**src/rtl/pwr_pkg.sv**
```systemverilog
package pwr_pkg;

    localparam int PIN_CNT    = 3;
    localparam int PIN_LATCH  = 0;
    localparam int PIN_CLK    = 1;
    localparam int PIN_DATA   = 2;

    typedef enum logic [2:0] {
        PS_AWAIT,
        PS_SRST,
        PS_RUN,
        PS_SLEEP,
        PS_PDOWN
    } pwr_state_e;

    typedef enum logic [1:0] {
        STAT_RUN    = 2'b00,
        STAT_SLEEP  = 2'b01,
        STAT_PDOWN  = 2'b10,
        STAT_NOTRDY = 2'b11
    } pwr_stat_e;

    typedef struct packed {
        logic sleep_wr;
        logic sleep_on;
        logic srst_wr;
    } host_req_t;

endpackage

```
**src/rtl/pwr_pin_sync.sv**
```systemverilog
module pwr_pin_sync #(
    parameter int N      = 3,
    parameter int STAGES = 2
) (
    input  logic         clk,
    input  logic         rst_n,
    input  logic [N-1:0] pins_async,
    output logic [N-1:0] pins_sync,
    output logic [N-1:0] pins_fall
);

    localparam int LAST = STAGES - 1;

    for (genvar i = 0; i < N; i++) begin : g_pin
        logic [STAGES-1:0] chain;
        logic              prev;

        always_ff @(posedge clk or negedge rst_n) begin
            if (!rst_n) begin
                chain <= '1;
                prev  <= 1'b1;
            end else begin
                chain <= {chain[STAGES-2:0], pins_async[i]};
                prev  <= chain[LAST];
            end
        end

        assign pins_sync[i] = chain[LAST];
        assign pins_fall[i] = prev & ~chain[LAST];
    end

endmodule

```
**src/rtl/pwr_host_dec.sv**
```systemverilog
module pwr_host_dec
    import pwr_pkg::*;
#(
    parameter int          AW         = 8,
    parameter int          DW         = 8,
    parameter logic [AW-1:0] SLEEP_ADDR = 8'hDF,
    parameter logic [AW-1:0] SRST_ADDR  = 8'hE0,
    parameter int          SLEEP_BIT  = 7
) (
    input  logic [AW-1:0] addr,
    input  logic [DW-1:0] wdata,
    input  logic          wr,
    output host_req_t     req
);

    always_comb begin
        req          = '0;
        req.sleep_wr = wr && (addr == SLEEP_ADDR);
        req.sleep_on = wdata[SLEEP_BIT];
        req.srst_wr  = wr && (addr == SRST_ADDR);
    end

endmodule

```
**src/rtl/pwr_srst_timer.sv**
```systemverilog
module pwr_srst_timer #(
    parameter int LEN = 16
) (
    input  logic clk,
    input  logic rst_n,
    input  logic start,
    input  logic abort,
    output logic busy,
    output logic done
);

    localparam int CW = (LEN > 1) ? $clog2(LEN) : 1;
    localparam logic [CW-1:0] LAST = CW'(LEN - 1);

    logic [CW-1:0] cnt;

    always_ff @(posedge clk or negedge rst_n) begin
        if (!rst_n) begin
            busy <= 1'b0;
            cnt  <= '0;
        end else if (abort) begin
            busy <= 1'b0;
            cnt  <= '0;
        end else if (start) begin
            busy <= 1'b1;
            cnt  <= '0;
        end else if (busy) begin
            cnt <= cnt + 1'b1;
        end
    end

    assign done = busy && (cnt == LAST);

endmodule

```
**src/rtl/pwr_state_ctrl.sv**
```systemverilog
module pwr_state_ctrl
    import pwr_pkg::*;
#(
    parameter int AW       = 8,
    parameter int DW       = 8,
    parameter int SYNC_LEN = 2,
    parameter int SRST_LEN = 16
) (
    input  logic          clk,
    input  logic          rst_n,
    input  logic          pin_latch,
    input  logic          pin_clk,
    input  logic          pin_data,
    input  logic [AW-1:0] host_addr,
    input  logic [DW-1:0] host_wdata,
    input  logic          host_wr,
    output logic          en_hif,
    output logic          en_dram,
    output logic          en_core,
    output logic          hif_rst,
    output logic          core_rst,
    output logic [1:0]    status
);

    logic [PIN_CNT-1:0] pins_raw, pins_s, pins_f;
    host_req_t          req;
    pwr_state_e         state, state_nx;
    logic               pd_enter, pd_exit;
    logic               t_start, t_abort, t_busy, t_done;

    assign pins_raw[PIN_LATCH] = pin_latch;
    assign pins_raw[PIN_CLK]   = pin_clk;
    assign pins_raw[PIN_DATA]  = pin_data;

    pwr_pin_sync #(.N(PIN_CNT), .STAGES(SYNC_LEN)) u_sync (
        .clk        (clk),
        .rst_n      (rst_n),
        .pins_async (pins_raw),
        .pins_sync  (pins_s),
        .pins_fall  (pins_f)
    );

    pwr_host_dec #(.AW(AW), .DW(DW)) u_dec (
        .addr  (host_addr),
        .wdata (host_wdata),
        .wr    (host_wr),
        .req   (req)
    );

    pwr_srst_timer #(.LEN(SRST_LEN)) u_timer (
        .clk   (clk),
        .rst_n (rst_n),
        .start (t_start),
        .abort (t_abort),
        .busy  (t_busy),
        .done  (t_done)
    );

    assign pd_enter = ~pins_s[PIN_LATCH] & pins_f[PIN_CLK];
    assign pd_exit  = ~pins_s[PIN_LATCH] & pins_f[PIN_DATA];

    always_comb begin
        state_nx = state;
        if (state == PS_PDOWN) begin
            if (pd_exit) state_nx = PS_AWAIT;
        end else if (pd_enter) begin
            state_nx = PS_PDOWN;
        end else begin
            unique case (state)
                PS_AWAIT: if (req.srst_wr) state_nx = PS_SRST;
                PS_SRST:  if (t_done)      state_nx = PS_RUN;
                PS_RUN: begin
                    if (req.srst_wr)                     state_nx = PS_SRST;
                    else if (req.sleep_wr && req.sleep_on) state_nx = PS_SLEEP;
                end
                PS_SLEEP: if (req.sleep_wr && !req.sleep_on) state_nx = PS_RUN;
                default:  state_nx = state;
            endcase
        end
    end

    assign t_start = (state_nx == PS_SRST) && (state != PS_SRST);
    assign t_abort = (state_nx != PS_SRST) && t_busy;

    always_ff @(posedge clk or negedge rst_n) begin
        if (!rst_n) state <= PS_AWAIT;
        else        state <= state_nx;
    end

    always_comb begin
        en_hif   = 1'b1;
        en_dram  = 1'b1;
        en_core  = 1'b1;
        hif_rst  = 1'b0;
        core_rst = 1'b0;
        status   = STAT_NOTRDY;
        unique case (state)
            PS_AWAIT, PS_SRST: begin
                core_rst = 1'b1;
                status   = STAT_NOTRDY;
            end
            PS_RUN: status = STAT_RUN;
            PS_SLEEP: begin
                en_core = 1'b0;
                status  = STAT_SLEEP;
            end
            PS_PDOWN: begin
                en_hif   = 1'b0;
                en_dram  = 1'b0;
                en_core  = 1'b0;
                hif_rst  = 1'b1;
                core_rst = 1'b1;
                status   = STAT_PDOWN;
            end
            default: status = STAT_NOTRDY;
        endcase
    end

endmodule

```
**config.mk**
```make
export PLATFORM = sky130hd
export DESIGN_NAME = pwr_state_ctrl
export DESIGN_NICKNAME = d
export VERILOG_FILES = /design/src/rtl/pwr_pkg.sv /design/src/rtl/pwr_pin_sync.sv /design/src/rtl/pwr_host_dec.sv /design/src/rtl/pwr_srst_timer.sv /design/src/rtl/pwr_state_ctrl.sv
export SDC_FILE = /design/constraint.sdc
export NUM_CORES = 1
export LEC_CHECK = 0
export ABC_AREA = 1
export BUFFER_PORTS_ARGS = -buffer_cell sky130_fd_sc_hd__buf_2
export CELL_PAD_IN_SITES_DETAIL_PLACEMENT = 1
export CELL_PAD_IN_SITES_GLOBAL_PLACEMENT = 2
export CORE_MARGIN = 1.5
export CORE_UTILIZATION = 30
export DETAILED_ROUTE_END_ITERATION = 7
export PLACE_DENSITY = 0.87
export SLEW_MARGIN = 25
export SYNTH_ARGS = -nofsm -noshare
export SYNTH_HDL_FRONTEND = slang
export SYNTH_HIERARCHICAL = 1
export SYNTH_SLANG_ARGS = --single-unit
```
**constraint.sdc**
```tcl
create_clock -name clk -period 2.5 [get_ports clk]
set_input_delay 0.25 -clock clk [delete_from_list [all_inputs] [get_ports clk]]
set_output_delay 0.25 -clock clk [all_outputs]
set_load 0.005 [all_outputs]
```
==> impl_results.md <==
- 1st-iter DRT viols: 23
- Root buf cell: clkbuf_4
- Startpoint types: register
- Buffers on Ports: 21
- Largest net degree at the start of global routing: 17
- Setup violators final: 0
- Setup WS pre-CTS: between 500 and 600 ps
- CP max FO: 5
- Vias in the first global route: just over 700
- Tot GR Track Use: between 10% and 20%
- Clock buffer count from CTS: 3
- CP arrival: around 2100 ps
- Core area: between 2000 and 3000 µm²
- Vias: around 720
- Clock slew at reported path FFs: 90 ps
- Initial DRT Pass Iterations: 4
- CP startpoint: u_timer/cnt[0]
- Global-route wire length before repair: ~3000 µm
- Crit-path cells: ha_1 -> nand3_1 -> nor2_1 -> nor2_4 -> nor2_1 -> nor2_2 -> nand2_1 -> nand2_2 -> nand2_2 -> nor2_2 -> nor2_2 -> nor2_1 -> nand3_1 -> nand2_1
- Num rows: 19
- Average size of a mapped cell: about 8.0 µm²
- Critical path type: reg -> reg
- Crit-path max cell delay: between 400 and 500 ps
- Met2 usage: approximately a fifth
- Gp weighted congestion: approximately 0.69
- Die footprint: 3301 µm²
- M1 GR Usage: approximately 14%
- I/O pins: 29
- Overall die width: roughly 57 µm
- Worst flop-to-flop path startpoint: u_timer/cnt[0]
- GRT busiest layer: met2
- Layout area overhead: 16.31%
- Clock Latency Late Sink: ~280 ps
- # nets final: ~160
- Commonest non-fill, non-tap cell in the layout: buf_2
- Slew Limit Fails: 0
- Layout cell share with drive strength beyond 1: between 30% and 40%
- Area after DPL: 988.4 µm²
- Vias/cell: about 4.4
- Die Span Y: ~57 µm
- Post-Route Utilization: a little under two fifths
- Post-synthesis instance total: between 100 and 150
- Max Buffers Root-to-Sink: 2
- Htree depth: 1
- Worst min path class: in -> reg
- Detail Placement HPWL: ~1300 µm
- Maximum vdd drop: 0.0004923 V
- Post-synthesis net count: ~130
- Pwr per Cell Area: 970.9 nW/µm²
- WHS: ~54 ps
- RSZ-0062 raised after global routing: false
- FF-to-FF setup slack: about 590 ps
- Hold Violations, Final: 0
- Routing usage on met3: between 1.5 and 2%
- Period minus WS final: between 1500 and 2000 ps
- Worst path required time: 2730 ps
- Clock Skew: 0.9211 ps
- Final wirelength: ~1700 µm
- Routed WL per cell: 10.24 µm
- Starting Density: a little under a third
- Tightest Pin Transition: just under 400 ps
- Total of max-cap violations: 0
- Ant. Diodes: 0
- # clock sinks: 16
- Setup WS post-layout: 588.6 ps
- Leakage power: roughly 0.54 nW
- Reg2Reg Depth: 14
- Routed Antenna Nets: 0
- Setup TNS: 0 ps
- Total global routing overflow: 0
- DR DRC count: 0
- Cell area after layout: 1035 µm²
- RR Endpoint: u_timer/cnt[1]
- FMAX: 0.5232 GHz
- Ys Warns: 6
- Synth Cell Area: roughly 890 µm²
- Setup Fix Bufs, Post-CTS: 0
- Initial antenna violation count: 0
- CTS tree: built
- Slew HR: approximately 74%
- CP endpoint: u_timer/cnt[1]
- CP endpoint kind: register
- Most frequent cells in the layout: buf_2, inv_1, nand2_1
- Outcome: finished, final reports clean
- Fin crit share: approximately three quarters
- Slowest cell on crit path: dfrtp_1
-- power breakdown --
part           total (mW)  internal (mW)  switching, mW
sequential          0.413          0.317         0.0961
combinational       0.423          0.182          0.241
clock               0.169         0.0886         0.0802
total                1.00          0.587          0.417
-- per-stage QoR --
step | std cells | total power, mW
2_1_floorplan | 111 | 0.7463
3_3_place_gp | 158 | 0.8295
4_1_cts | 163 | 1.028
3_5_place_dp | 158 | 0.8503
6_report | 163 | 1.005
5_1_grt | 163 | 1.113
-- worst min path at each step --
stage	cells after the start	start	slack (ps)	endpoint
global route	1	pin_data	20	u_sync/g_pin[2].chain[0]
floorplan	0	rst_n	-50	state[0]
detailed placement	1	rst_n	180	u_timer/cnt[1]
CTS	1	pin_clk	30	u_sync/g_pin[1].chain[0]
global placement	1	rst_n	180	u_timer/cnt[1]
finish	1	pin_clk	50	u_sync/g_pin[1].chain[0]
-- state kept, by name, indices dropped and copies added, names as in the netlist --
signal,count
u_timer/cnt,4
u_timer/busy,1
state,3
u_sync/g_pin.chain,6
u_sync/g_pin.prev,2
-- timing repair --
| item | CTS | global route |
|---|---|---|
| gates resized for setup | 0 | 0 |
| endpoints found under the hold margin | 8 | 0 |
| hold buffers | 1 | 0 |
-- worst max-delay path, delay by kind of cell, from the launching register on --
family        cells  cell delay (ps)
fa+ha+maj         1              240
flops             1              430
simple gates     13             1180
-- cell type report --
| class | instances | area, µm² |
|---|---|---|
| repair buffers | 22 | 115.1 |
| flip-flops and latches | 16 | 410.4 |
| well taps | 31 | 38.79 |
| fillers | 353 | 1747 |
| clock buffers | 4 | 36.28 |
| multi-input cells | 67 | 342.8 |
| inverters | 23 | 91.34 |
-- per-layer routing --
layer  up-vias  routed length [µm]
met2        18                 802
met1       324                 764
li1        371                   -
met3         2                  87
met4         0                  14
met5         -                   0
No activity file was read; power rests on OpenSTA's default activity.
